===== config.mk =====
export PLATFORM = sky130hd
export DESIGN_NAME = sync_hunter
export DESIGN_NICKNAME = d
export VERILOG_FILES = /design/src/rtl/sync_hunter_pkg.sv /design/src/rtl/sh_history.sv /design/src/rtl/sh_detect.sv /design/src/rtl/sh_framer.sv /design/src/rtl/sync_hunter.sv
export SDC_FILE = /design/constraint.sdc
export NUM_CORES = 1
export LEC_CHECK = 0
export BUFFER_PORTS_ARGS = -buffer_cell sky130_fd_sc_hd__buf_4
export CAP_MARGIN = 20
export CORE_UTILIZATION = 44
export DETAILED_ROUTE_END_ITERATION = 12
export PLACE_DENSITY = 0.72
export SLEW_MARGIN = 5
export SYNTH_ARGS = -nofsm -noshare
export SYNTH_HDL_FRONTEND = slang
export SYNTH_SLANG_ARGS = --single-unit
export TNS_END_PERCENT = 10

===== constraint.sdc =====
create_clock -name clk -period 1.4 [get_ports clk]
set_input_delay 0.14 -clock clk [delete_from_list [all_inputs] [get_ports clk]]
set_output_delay 0.14 -clock clk [all_outputs]
set_load 0.02 [all_outputs]

===== src/rtl/sync_hunter_pkg.sv =====
package sync_hunter_pkg;

    localparam int CHAR_W  = 8;
    localparam int PAT_W   = 2 * CHAR_W;
    localparam int SHORT_W = 6;
    localparam int CNT_W   = $clog2(CHAR_W);

    localparam logic [CHAR_W-1:0] FLAG_WORD = 8'h7E;

    typedef enum logic [1:0] {
        SM_MONO = 2'b00,
        SM_BI   = 2'b01,
        SM_FLAG = 2'b10,
        SM_EXT  = 2'b11
    } sync_mode_e;

    typedef enum logic [1:0] {
        MUL_X1  = 2'b00,
        MUL_X16 = 2'b01,
        MUL_X32 = 2'b10,
        MUL_X64 = 2'b11
    } mult_e;

    // Resolved detection rule after combining all configuration fields
    typedef enum logic [2:0] {
        RULE_OFF,
        RULE_MONO,
        RULE_BI,
        RULE_FLAG,
        RULE_PIN,
        RULE_PIN_OR_MATCH,
        RULE_FLAG_PIN
    } rule_e;

    typedef struct packed {
        logic align;   // marks this bit as last bit of a sync pattern
        logic flag;    // a flag (real or forced) completed on this bit
    } sync_evt_t;

    function automatic rule_e pick_rule(logic [1:0] stop_f, sync_mode_e m, mult_e x);
        rule_e r;
        r = RULE_OFF;
        if (stop_f == 2'b00) begin
            unique case (m)
                SM_MONO: r = RULE_MONO;
                SM_BI:   r = RULE_BI;
                SM_FLAG: r = RULE_FLAG;
                SM_EXT: begin
                    unique case (x)
                        MUL_X1, MUL_X16: r = RULE_PIN;
                        MUL_X32:         r = RULE_PIN_OR_MATCH;
                        MUL_X64:         r = RULE_FLAG_PIN;
                        default:         r = RULE_OFF;
                    endcase
                end
                default: r = RULE_OFF;
            endcase
        end
        return r;
    endfunction

endpackage


===== src/rtl/sh_history.sv =====
module sh_history
    import sync_hunter_pkg::*;
#(
    parameter int DEPTH = PAT_W
) (
    input  logic             clk,
    input  logic             rst,
    input  logic             bit_en,
    input  logic             rx_bit,
    output logic [DEPTH-1:0] next_hist
);
    logic [DEPTH-1:0] hist_q;

    // Newest bit enters at bit 0; earlier bits move toward the MSB
    assign next_hist = {hist_q[DEPTH-2:0], rx_bit};

    always_ff @(posedge clk) begin
        if (rst) begin
            hist_q <= '0;
        end else if (bit_en) begin
            hist_q <= next_hist;
        end
    end
endmodule


===== src/rtl/sh_detect.sv =====
module sh_detect
    import sync_hunter_pkg::*;
(
    input  rule_e            rule,
    input  logic             bit_en,
    input  logic             hunting,
    input  logic             ext_sync,
    input  logic             len_8bit,
    input  logic [PAT_W-1:0] next_hist,
    input  logic [PAT_W-1:0] sync_word,
    output sync_evt_t        evt
);
    logic byte_hit;
    logic word_hit;
    logic short_hit;
    logic flag_hit;

    always_comb begin
        byte_hit  = (next_hist[CHAR_W-1:0] == sync_word[CHAR_W-1:0]);
        word_hit  = (next_hist == sync_word);
        short_hit = len_8bit ? byte_hit
                             : (next_hist[SHORT_W-1:0] == sync_word[SHORT_W-1:0]);
        flag_hit  = (next_hist[CHAR_W-1:0] == FLAG_WORD);
    end

    always_comb begin
        evt = '0;
        unique case (rule)
            RULE_MONO:         evt.align = hunting & byte_hit;
            RULE_BI:           evt.align = hunting & word_hit;
            RULE_PIN:          evt.align = hunting & ext_sync;
            RULE_PIN_OR_MATCH: evt.align = hunting & (ext_sync | short_hit);
            RULE_FLAG: begin
                evt.flag  = flag_hit;
                evt.align = flag_hit;
            end
            RULE_FLAG_PIN: begin
                evt.flag  = flag_hit | ext_sync;
                evt.align = flag_hit | ext_sync;
            end
            default:           evt = '0;
        endcase
        if (!bit_en) begin
            evt = '0;
        end
    end
endmodule


===== src/rtl/sh_framer.sv =====
module sh_framer
    import sync_hunter_pkg::*;
(
    input  logic              clk,
    input  logic              rst,
    input  logic              clear,
    input  logic              bit_en,
    input  sync_evt_t         evt,
    input  logic [CHAR_W-1:0] next_char,
    output logic              hunting,
    output logic              sync_acq,
    output logic              char_stb,
    output logic [CHAR_W-1:0] char_out,
    output logic              flag_stb
);
    localparam logic [CNT_W-1:0] LAST_BIT = CNT_W'(CHAR_W - 1);

    logic [CNT_W-1:0] cnt_q;
    logic             boundary;

    assign hunting  = ~sync_acq;
    assign boundary = sync_acq && (cnt_q == LAST_BIT);

    always_ff @(posedge clk) begin
        if (rst) begin
            sync_acq <= 1'b0;
            cnt_q    <= '0;
            char_stb <= 1'b0;
            char_out <= '0;
            flag_stb <= 1'b0;
        end else begin
            char_stb <= 1'b0;
            flag_stb <= 1'b0;
            if (clear) begin
                sync_acq <= 1'b0;
                cnt_q    <= '0;
            end else if (bit_en) begin
                if (boundary) begin
                    char_stb <= 1'b1;
                    char_out <= next_char;
                end
                flag_stb <= evt.flag;
                if (evt.align) begin
                    sync_acq <= 1'b1;
                    cnt_q    <= '0;
                end else if (sync_acq) begin
                    cnt_q <= boundary ? '0 : cnt_q + 1'b1;
                end
            end
        end
    end
endmodule


===== src/rtl/sync_hunter.sv =====
module sync_hunter
    import sync_hunter_pkg::*;
(
    input  logic              clk,
    input  logic              rst,
    input  logic              bit_en,
    input  logic              rx_bit,
    input  logic              ext_sync,
    input  logic [1:0]        stop_mode,
    input  logic [1:0]        mode_sel,
    input  logic [1:0]        rate_code,
    input  logic              len_8bit,
    input  logic [PAT_W-1:0]  sync_word,
    input  logic              hunt,
    output logic              sync_acq,
    output logic              char_stb,
    output logic [CHAR_W-1:0] char_out,
    output logic              flag_stb
);
    rule_e            rule;
    logic             idle;
    logic             hunting;
    logic [PAT_W-1:0] next_hist;
    sync_evt_t        evt;

    assign rule = pick_rule(stop_mode, sync_mode_e'(mode_sel), mult_e'(rate_code));
    assign idle = (rule == RULE_OFF);

    sh_history #(.DEPTH(PAT_W)) u_hist (
        .clk       (clk),
        .rst       (rst),
        .bit_en    (bit_en),
        .rx_bit    (rx_bit),
        .next_hist (next_hist)
    );

    sh_detect u_det (
        .rule      (rule),
        .bit_en    (bit_en),
        .hunting   (hunting),
        .ext_sync  (ext_sync),
        .len_8bit  (len_8bit),
        .next_hist (next_hist),
        .sync_word (sync_word),
        .evt       (evt)
    );

    sh_framer u_frm (
        .clk       (clk),
        .rst       (rst),
        .clear     (hunt | idle),
        .bit_en    (bit_en),
        .evt       (evt),
        .next_char (next_hist[CHAR_W-1:0]),
        .hunting   (hunting),
        .sync_acq  (sync_acq),
        .char_stb  (char_stb),
        .char_out  (char_out),
        .flag_stb  (flag_stb)
    );
endmodule


==> impl_metrics.env <==
export IMPL_status="complete, but fails checks"
export IMPL_failed_checks="negative setup slack"
export IMPL_rr_worst_depth=5
export IMPL_clock_path_buffers=2
export IMPL_route_vias_total=1294
export IMPL_row_count=20
export IMPL_final_util=0.672
export IMPL_die_width_um=59.1
export IMPL_finClkSkew_ps=7.10
export IMPL_grt_antenna_before_repair=0
export IMPL_report_final_slew_viol_count=0
export IMPL_grt_ovfl_total=0
export IMPL_period_needed_ps=1490
export IMPL_worstPathMaxFanout=3
export IMPL_antenna_cells=0
export IMPL_regArea_sq_um=586
export IMPL_path_clk_slew_ps=90
export IMPL_fmax_mhz=670
export IMPL_cts_max_level=2
export IMPL_multi_input_area_sq_um=892
export IMPL_setup_viol=6
export IMPL_fin_nets=244
export IMPL_crit_path_max_incr_delay_ps=460
export IMPL_synth_top_area_frac=0.404
export IMPL_timing_hold_ws_ps=18.8
export IMPL_place_hpwl_um=2660
export IMPL_path_class="reg2reg"
export IMPL_relSlewSlack=0.765
export IMPL_hold_depth=2
export IMPL_fin_crit_sh=1.07
export IMPL_ctsRootBufferMaster="clkbuf_4"
export IMPL_crit_slowest_cell="a2111o_1"
export IMPL_hp_class="in2reg"
export IMPL_r2r_start="u_hist.hist_q[5]"
export IMPL_first_global_vias=1234
export IMPL_drive_gt1_frac=0.399
export IMPL_p_per_area_mw_per_mm2=746
export IMPL_wl_um=3460
export IMPL_avgSynthCellArea_sq_um=9.58
export IMPL_grt_pass1_wl_um=5530
export IMPL_vdd_drop_max_uv=629
export IMPL_routedWlPerCell_um=13.5
export IMPL_ys_ff_latch=29
export IMPL_yosysUniqueCellTypes=37
export IMPL_vias_per_cell=5.04
export IMPL_cp_top_family="compound AO/OA/AOI/OAI gates"
export IMPL_worstHoldEndpoint="u_frm.char_stb"
export IMPL_reg2reg_slack_ps=-90
export IMPL_drc=0
export IMPL_hold_violations=0
export IMPL_end_kind="flop"
export IMPL_synthTopCellsByArea="dfxtp_1 40%, mux2i_1 16%, nor2_1 6.5%"
export IMPL_worst_r2r_endpoint="u_frm.cnt_q[1]"
export IMPL_seq_area_frac_synth=0.404
export IMPL_area_growth_pct=44.1
export IMPL_grt_use_total=0.222
export IMPL_start_util=0.467
export IMPL_synth_cells=150
export IMPL_synth_area_leader_cell="dfxtp_1"
export IMPL_cp_buffers_inverters=0
export IMPL_layout_setup_ws_ps=-93.5
export IMPL_synth_fp_nets=181
export IMPL_numClockSinks=29
export IMPL_hold_start="hunt"
export IMPL_dr_first_iter_drc_count=28
export IMPL_syn_cell_area_sq_mm=0.00144
export IMPL_leakagePower_nw=0.874
export IMPL_fillers=268
export IMPL_ios=40
export IMPL_worst_pin_slew_ps=350
export IMPL_crit_required_ps=1610
export IMPL_io_buffers=39
export IMPL_yosys_warnings=0
export IMPL_core_area_sq_mm=0.00308
export IMPL_dieArea_sq_mm=0.00350
export IMPL_crit_path_start_kind="flop"
export IMPL_gp_congestion=0.789
export IMPL_first_pass_iters=4
export IMPL_clock_latency_ps=330
export IMPL_drtAntennaViolNets=0
export IMPL_fp_dieH_um=59.1
export IMPL_max_cap_viol_count=0
export IMPL_rsz0062_at_grt="true"
export IMPL_arrival_ps=1700
export IMPL_cts_tree="built"
export IMPL_crit_start="u_hist.hist_q[5]"
export IMPL_path_cells="xnor2_2 -> nand2_1 -> a2111o_1 -> o31ai_2 -> a31oi_1"
export IMPL_grt_max_degree=25
export IMPL_cts_buffers=5
[through the flow]
step / cells / cell area, sq um / power [W] / worst slack [ps] / setup TNS [ps]
final: 257 / 2070 / 0.00154 / -93.5 / -299
after global routing: 257 / 2070 / 0.00161 / -195 / -1330
after CTS: 257 / 2050 / 0.00155 / -113 / -378
after detailed placement: 250 / 1980 / 0.00104 / -141 / -858
after global placement: 250 / 1980 / 0.00104 / -91.1 / -435
after floorplan: 150 / 1480 / 0.000938 / -106 / -910
[per-layer routing]
metal  up-vias  share of wire  track usage
li1        656              -            -
met1       605           0.44        0.264
met2        27           0.50        0.373
met3         6          0.042       0.0721
met4         0          0.015       0.0816
met5         -              0            0
[synthesized netlist by cell type]
library cell  count
nor3b_1           1
xnor2_1          10
and3_1            1
mux2i_1          23
o31a_1            1
nor4_1            2
ha_1              2
a311oi_1          1
a21oi_1           5
a211oi_1          1
dfxtp_1          29
or2_2             1
nand3_1           1
nor2b_1           2
nand4b_1          2
o21ai_0           1
a2111o_1          1
or3_1             1
nor3_4            1
a31oi_1           2
buf_2             2
and2_1            2
clkbuf_1          3
o41ai_2           1
a21boi_2          1
nand2b_1          4
nand4_1           4
nor3_1            2
nand2_1           5
buf_6             1
a22o_1            1
o31ai_2           1
or2_1             1
o31ai_1           2
nor2_1           25
inv_1             1
xor2_1            6
[registers in the layout, indices dropped and copies added (netlist names)]
name,count
u_frm.flag_stb,1
u_frm.char_stb,1
u_frm.char_out,8
u_hist.hist_q,15
u_frm.cnt_q,3
u_frm.sync_acq,1
[kinds of logic (layout without fill, tap and decap cells)]
logic type | count (synthesis) | in the layout | synth area share
XOR/XNOR | 16 | 16 | 0.0976
adder cells (fa/ha/maj) | 2 | 2 | 0.0174
AO/OA/AOI/OAI | 18 | 18 | 0.0993
multiplexers | 23 | 23 | 0.160
AND/OR/NAND/NOR | 55 | 55 | 0.196
flip-flops | 29 | 29 | 0.404
buffers and inverters | 7 | 70 | 0.0253
[cells in the final DEF, fill, tap and decap left out, types with 4 or more instances in the layout]
cell type / n
xor2_1: 6
a21oi_1: 5
buf_4: 61
nor2_1: 25
nand4_1: 4
nand2_1: 4
xnor2_1: 9
dfxtp_1: 25
clkbuf_4: 5
mux2i_1: 23
nand2b_1: 4
dfxtp_2: 4
[timing repair]
action / 4_1_cts / 5_1_grt
hold buffers: 0 / 0
pin swaps: 3 / 1
resized for setup: 4 / 5
endpoints found under the setup margin: 12 / 13
buffers inserted: 0 / 0
[report_power, final]
group	internal [W]	switching [W]	total [W]	leakage, nW
logic	0.000106	0.0000915	0.000198	0.607
registers	0.000827	0.00000475	0.000832	0.236
clock network	0.000237	0.000277	0.000513	0.0314
total	0.00117	0.000373	0.00154	0.874
[worst max-delay path by stage]
stage / slack, ps / depth (start not counted) / end
floorplan: -110 / 6 / u_frm.char_out[0]
global placement: -90 / 6 / u_frm.cnt_q[2]
detailed placement: -140 / 5 / u_frm.cnt_q[2]
CTS: -110 / 5 / u_frm.cnt_q[2]
global route: -200 / 5 / u_frm.cnt_q[1]
finish: -90 / 5 / u_frm.cnt_q[1]
[cell type report]
class / instances / share of cell area
Sequential cell: 29 / 0.283
Clock buffer: 7 / 0.0266
Tap cell: 44 / 0.0266
Multi-Input combinational cell: 114 / 0.431
Inverter: 1 / 0.00181
Timing Repair Buffer: 62 / 0.231
No activity file was read; power rests on OpenSTA's default activity.
